<file path="src/rtl/uirq_pkg.sv">
package uirq_pkg;

   typedef enum logic [2:0] {
      IID_MDM  = 3'b000,
      IID_THRE = 3'b001,
      IID_RXD  = 3'b010,
      IID_LINE = 3'b011,
      IID_TMO  = 3'b110
   } iid_e;

   localparam int EN_W    = 4;
   localparam int EN_RXD  = 0;
   localparam int EN_THRE = 1;
   localparam int EN_LINE = 2;
   localparam int EN_MDM  = 3;

   typedef struct packed {
      logic line;
      logic rxd;
      logic tmo;
      logic thre;
      logic mdm;
   } src_t;

endpackage

</file>
<file path="src/rtl/uirq_flag.sv">
// Sticky source flag: set by an event pulse, cleared by a register access.
module uirq_flag #(
   parameter bit SET_WINS = 1'b1
) (
   input  logic clk,
   input  logic rst_n,
   input  logic set_i,
   input  logic clr_i,
   output logic flag_o
);
   logic flag_d;

   generate
      if (SET_WINS) begin : g_set_first
         always_comb begin
            if (set_i)      flag_d = 1'b1;
            else if (clr_i) flag_d = 1'b0;
            else            flag_d = flag_o;
         end
      end else begin : g_clr_first
         always_comb begin
            if (clr_i)      flag_d = 1'b0;
            else if (set_i) flag_d = 1'b1;
            else            flag_d = flag_o;
         end
      end
   endgenerate

   always_ff @(posedge clk) begin
      if (!rst_n) flag_o <= 1'b0;
      else        flag_o <= flag_d;
   end
endmodule

</file>
<file path="src/rtl/uirq_thre_arm.sv">
// Transmit-empty arming: edge of the empty level, optionally also the enable edge.
module uirq_thre_arm #(
   parameter bit ARM_ON_EN = 1'b1
) (
   input  logic clk,
   input  logic rst_n,
   input  logic empty_i,
   input  logic en_i,
   input  logic clr_i,
   output logic flag_o
);
   logic empty_q;
   logic en_q;
   logic edge_arm;
   logic en_arm;

   assign edge_arm = empty_i & ~empty_q;

   generate
      if (ARM_ON_EN) begin : g_en_arm
         assign en_arm = en_i & ~en_q & empty_i;
      end else begin : g_no_en_arm
         assign en_arm = 1'b0;
      end
   endgenerate

   always_ff @(posedge clk) begin
      if (!rst_n) begin
         empty_q <= 1'b1;
         en_q    <= 1'b0;
         flag_o  <= 1'b0;
      end else begin
         empty_q <= empty_i;
         en_q    <= en_i;
         if (edge_arm || en_arm) flag_o <= 1'b1;
         else if (clr_i)         flag_o <= 1'b0;
      end
   end
endmodule

</file>
<file path="src/rtl/uirq_prio.sv">
// Fixed-priority encoder from enabled pending sources to identification code.
module uirq_prio
   import uirq_pkg::*;
(
   input  src_t       pend_i,
   output logic [2:0] iid_o,
   output logic       pend_n_o
);
   iid_e code;

   always_comb begin
      pend_n_o = 1'b0;
      code     = IID_MDM;
      if (pend_i.line)      code = IID_LINE;
      else if (pend_i.rxd)  code = IID_RXD;
      else if (pend_i.tmo)  code = IID_TMO;
      else if (pend_i.thre) code = IID_THRE;
      else if (pend_i.mdm)  code = IID_MDM;
      else                  pend_n_o = 1'b1;
   end

   assign iid_o = code;
endmodule

</file>
<file path="src/rtl/uart_irq_ident.sv">
module uart_irq_ident
   import uirq_pkg::*;
#(
   parameter bit          HAS_FIFO       = 1'b1,
   parameter bit          THRE_ARM_ON_EN = 1'b1,
   parameter bit          EVT_SET_WINS   = 1'b1,
   parameter int unsigned IID_W          = 3
) (
   input  logic            clk,
   input  logic            rst_n,
   input  logic            fifo_mode_i,
   input  logic [EN_W-1:0] src_en_i,
   input  logic            out_en_i,
   input  logic            line_err_i,
   input  logic            rx_evt_i,
   input  logic            rx_trig_i,
   input  logic            rx_tmo_i,
   input  logic            thr_empty_i,
   input  logic            msr_evt_i,
   input  logic            rd_iir_i,
   input  logic            rd_lsr_i,
   input  logic            rd_rbr_i,
   input  logic            rd_msr_i,
   input  logic            wr_thr_i,
   output logic [IID_W-1:0] iid_o,
   output logic            int_pend_n_o,
   output logic            irq_o
);
   generate
      if (IID_W != $bits(iid_e)) begin : g_bad_iid_w
         $error("IID_W must match the identification code width");
      end
   endgenerate

   logic fifo_eff;
   logic line_q, rxc_q, thre_q, mdm_q;
   logic thre_clr;
   logic rx_src, tmo_src;
   logic [2:0] code;
   src_t pend;

   generate
      if (HAS_FIFO) begin : g_fifo
         assign fifo_eff = fifo_mode_i;
         assign rx_src   = fifo_mode_i ? rx_trig_i : rxc_q;
         assign tmo_src  = fifo_mode_i & rx_tmo_i;
      end else begin : g_char_only
         assign fifo_eff = 1'b0;
         assign rx_src   = rxc_q;
         assign tmo_src  = 1'b0;
      end
   endgenerate

   uirq_flag #(.SET_WINS(EVT_SET_WINS)) u_line (
      .clk(clk), .rst_n(rst_n), .set_i(line_err_i), .clr_i(rd_lsr_i), .flag_o(line_q));

   uirq_flag #(.SET_WINS(EVT_SET_WINS)) u_rxc (
      .clk(clk), .rst_n(rst_n), .set_i(rx_evt_i & ~fifo_eff),
      .clr_i(rd_rbr_i | fifo_eff), .flag_o(rxc_q));

   uirq_flag #(.SET_WINS(EVT_SET_WINS)) u_mdm (
      .clk(clk), .rst_n(rst_n), .set_i(msr_evt_i), .clr_i(rd_msr_i), .flag_o(mdm_q));

   // Identification read retires transmit-empty only when it is the code shown.
   assign thre_clr = wr_thr_i | (rd_iir_i & ~int_pend_n_o & (code == IID_THRE));

   uirq_thre_arm #(.ARM_ON_EN(THRE_ARM_ON_EN)) u_thre (
      .clk(clk), .rst_n(rst_n), .empty_i(thr_empty_i), .en_i(src_en_i[EN_THRE]),
      .clr_i(thre_clr), .flag_o(thre_q));

   always_comb begin
      pend.line = line_q  & src_en_i[EN_LINE];
      pend.rxd  = rx_src  & src_en_i[EN_RXD];
      pend.tmo  = tmo_src & src_en_i[EN_RXD];
      pend.thre = thre_q  & src_en_i[EN_THRE];
      pend.mdm  = mdm_q   & src_en_i[EN_MDM];
   end

   uirq_prio u_prio (.pend_i(pend), .iid_o(code), .pend_n_o(int_pend_n_o));

   assign iid_o = code;
   assign irq_o = out_en_i & ~int_pend_n_o;
endmodule

</file>
<file path="config.mk">
export PLATFORM = sky130hd
export DESIGN_NAME = uart_irq_ident
export DESIGN_NICKNAME = d
export VERILOG_FILES = /design/src/rtl/uirq_pkg.sv /design/src/rtl/uirq_flag.sv /design/src/rtl/uirq_thre_arm.sv /design/src/rtl/uirq_prio.sv /design/src/rtl/uart_irq_ident.sv
export SDC_FILE = /design/constraint.sdc
export NUM_CORES = 1
export LEC_CHECK = 0
export ABC_AREA = 0
export CAP_MARGIN = 20
export CORE_AREA = 2 2 39 41
export CTS_CLUSTER_DIAMETER = 100
export DETAILED_ROUTE_END_ITERATION = 10
export DIE_AREA = 0 0 41 43
export SYNTH_ARGS = -nofsm -noshare
export SYNTH_HDL_FRONTEND = slang
export SYNTH_SLANG_ARGS = --single-unit
</file>
<file path="constraint.sdc">
create_clock -name clk -period 1 [get_ports clk]
set_input_delay 0.15 -clock clk [delete_from_list [all_inputs] [get_ports clk]]
set_output_delay 0.15 -clock clk [all_outputs]
set_load 0.1 [all_outputs]
</file>
==> results of run 1 <==
-- layout make-up --
class | count | area [um2] | area share [%]
Sequential cell | 6 | 123 | 15.5
Multi-Input combinational cell | 25 | 241 | 30.6
Tap cell | 16 | 20.0 | 2.54
Timing Repair Buffer | 35 | 375 | 47.5
Clock buffer | 3 | 22.5 | 2.85
Inverter | 2 | 7.51 | 0.951
-- flip-flops by register name (all words and copies together) (netlist names) --
signal          count
u_thre.empty_q      1
u_thre.flag_o       1
u_line.flag_o       1
u_mdm.flag_o        1
u_rxc.flag_o        1
u_thre.en_q         1
-- timing repair --
| action | 4_1_cts | 5_1_grt |
|---|---|---|
| endpoints found under the hold margin | 0 | 0 |
| gates cloned | 0 | 0 |
| resized for setup | 11 | 2 |
| hold buffers | 0 | 0 |
| setup endpoints to repair | 6 | 6 |
| setup buffers | 6 | 0 |
| pin swaps | 7 | 6 |
-- worst reg2reg max path, stage by stage (launching register included) --
cell and delay, ps:
sky130_fd_sc_hd__dfxtp_2 320, sky130_fd_sc_hd__o21ai_4 170, sky130_fd_sc_hd__buf_4 140, sky130_fd_sc_hd__buf_6 80, sky130_fd_sc_hd__o211ai_2 60, sky130_fd_sc_hd__a41o_1 240
-- worst min path at each step --
stage                               end  slack, ps
after detailed placement  u_thre.flag_o        520
after CTS                  u_rxc.flag_o        360
after global placement    u_thre.flag_o        520
final                      u_rxc.flag_o        360
after global routing       u_rxc.flag_o        370
after floorplan            u_rxc.flag_o        220
-- cells by family after synthesis --
| group | count (synthesis) | share of synthesized area, % |
|---|---|---|
| AO/OA/AOI/OAI | 11 | 27.8 |
| buffers and inverters | 2 | 2.45 |
| flip-flops | 6 | 39.2 |
| AND/OR/NAND/NOR | 14 | 30.6 |
-- through the flow --
stage	hold WS [ps]	setup TNS [ps]	power (uW)	instance area (um2)	instances
5_1_grt	373	-1970	920	790	87
2_1_floorplan	219	-1810	462	360	33
6_report	360	-1710	880	790	87
3_3_place_gp	519	-3230	646	706	78
4_1_cts	358	-1830	887	785	87
3_5_place_dp	522	-3180	648	706	78
-- layout by cell type, fill, tap and decap left out, types with 2 or more instances in the layout --
cell,n
sky130_fd_sc_hd__a21oi_1,2
sky130_fd_sc_hd__buf_12,5
sky130_fd_sc_hd__buf_4,9
sky130_fd_sc_hd__buf_6,3
sky130_fd_sc_hd__clkbuf_4,3
sky130_fd_sc_hd__clkdlybuf4s50_1,12
sky130_fd_sc_hd__dfxtp_1,4
sky130_fd_sc_hd__dfxtp_2,2
sky130_fd_sc_hd__dlygate4sd2_1,5
sky130_fd_sc_hd__inv_1,2
sky130_fd_sc_hd__nand2_4,2
sky130_fd_sc_hd__nand2b_1,2
sky130_fd_sc_hd__nor2b_1,2
sky130_fd_sc_hd__nor3b_4,2
sky130_fd_sc_hd__o21a_1,2
sky130_fd_sc_hd__o21ai_4,2
-- report_power, final --
part	internal (uW)	switching, uW	total [uW]	leakage [uW]
clock network	135	77.2	212	0.0000138
logic	198	207	405	0.000285
registers	255	7.28	263	0.0000505
-- per-layer routing --
layer,wire length (um),global-route usage (%),vias up,share of wire (%)
met5,0,0,-,0
met4,11,8.00,0,1.2
met3,107,2.09,2,11
met2,430,18.8,16,45
met1,406,14.1,163,42
li1,-,-,197,-
==> metrics.txt, run 1 <==
GRT Util Overall=12.0%; DRC violation count after routing=0; Cell Rows=14; Top Ports=24; type of origin of the critical path=flip-flop; slew at the pin closest to its max-slew limit=282 ps; floorplan die height=43 um; area enclosed by the die boundary=1760 um2; commonest register cell after synthesis=sky130_fd_sc_hd__dfxtp_1; CTS tree=done; DRT iter0 DRCs=0; Layout Utilization=57.1%; final layout net count=92; count of flip-flops with a built-in enable after synthesis=0; total nets after synthesis=52; number of antenna diodes=0; Final setup viols=6; CTS H-tree depth=1; number of violations of the max-capacitance limit=0; Leak=0.000349 uW; Seq/Total Area, Yosys=39.2%; synth unique cells=20; launching element of the worst setup path=u_rxc.flag_o; endpoint of the worst register-to-register path=u_thre.flag_o; final worst clock skew=4.78 ps; Worst setup endpoint=int_pend_n_o; total gr overflow=0; Avg Inst Size Synth=9.29 um2; leading cell types by total area after synthesis=sky130_fd_sc_hd__dfxtp_1 39%, sky130_fd_sc_hd__o21a_1 7.3%, sky130_fd_sc_hd__nor3b_4 6.1%; most repeated library cell on the critical path=sky130_fd_sc_hd__o21ai_4; wirelength, routed=956 um; fraction of post-synthesis cell area in the top cell type by area=39.2%; number of cell instances on the worst register-to-register path=5; pin count of the biggest net entering global routing=7; last weighted congestion value of the routability-driven placer=about 0.7; worst path setup slack after routing=-353 ps; per-cell routed wire length=approximately 11 um; Gate Count Post-Synth=33; Worst Path Required=850 ps; number of warnings issued by yosys=0; largest driver fanout on the critical path=3; first drt pass iteration count=1; launch instance of the worst register-to-register path=u_rxc.flag_o; number of buffers and inverters on the critical path=2; library cell with the highest instance count after synthesis=sky130_fd_sc_hd__dfxtp_1; input/output buffers=23; run status=finished with violations; Max-Slew Margin vs Limit=81.1%; Data arrival, critical path=1200 ps; part of the cycle the worst path needs=135%; Initial Utilization=22.2%; maximum clock rate=around 0.74 GHz; HPWL after DPL=between 700 and 800 um; setup repair after global routing missed its margin=yes; Synth area leader=sky130_fd_sc_hd__dfxtp_1; placeable core region=1380 um2; violated checks=setup timing; sequence of cells on the critical path=o21ai_4 -> o21ai_4 -> buf_6 -> nor2_4 -> buf_12; antenna violations before repair=0; via count normalized by instance count=4.34; pre-CTS setup slack=-570 ps; CTS clock-pin slew for the worst setup and hold paths=around 40 ps; class of the tightest hold or removal check=in2reg; #FFs+latches synth=6; fraction of final layout cells sized beyond drive strength 1=between 40% and 50%; min Tclk post-route=1350 ps; Final Hold Violating Endpoints=0; count of filler cells inserted in the layout=roughly 120; Worst path slowest cell=sky130_fd_sc_hd__dfxtp_2; total stage count of the critical path=5; number of clock buffers inserted by TritonCTS=3; CP top delay family=flip-flops; kind of critical path=reg2out; largest stage delay on the critical path=~320 ps; vias in the first global route=370; Critical Path Sink Type=output port; count of cells along the worst hold path=3; register-to-register path setup slack=-120 ps; area overhead of the layout relative to synthesis=158%; Mapped Area=307 um2; later-pin clock latency in the skew report=240 ps; hold path start=fifo_mode_i; largest voltage drop on the vdd net=0.553 mV; cell types with the highest counts after synthesis=6 x sky130_fd_sc_hd__dfxtp_1, 3 x sky130_fd_sc_hd__o21a_1; clk sink count=6; first-pass GRT wire length=between 1 and 1.5 mm; Vias=378; power per standard cell area=1110 nW/um2; number of routed nets with antenna violations=0; width of the chip=41 um; Root Buffer=sky130_fd_sc_hd__clkbuf_4; async set-or-reset flop fraction in the synthesized netlist=0%; number of pins exceeding their max-slew limit in the final report=0; maximum number of buffers from clock root to sink=2
Power figures use the tool's default switching activity.
==> inputs of run 2 (changes only) <==
- CTS_CLUSTER_SIZE: not set -> 12
==> results of run 2 <==
No change in the layout: final DEF, timing and power equal those of run 1.
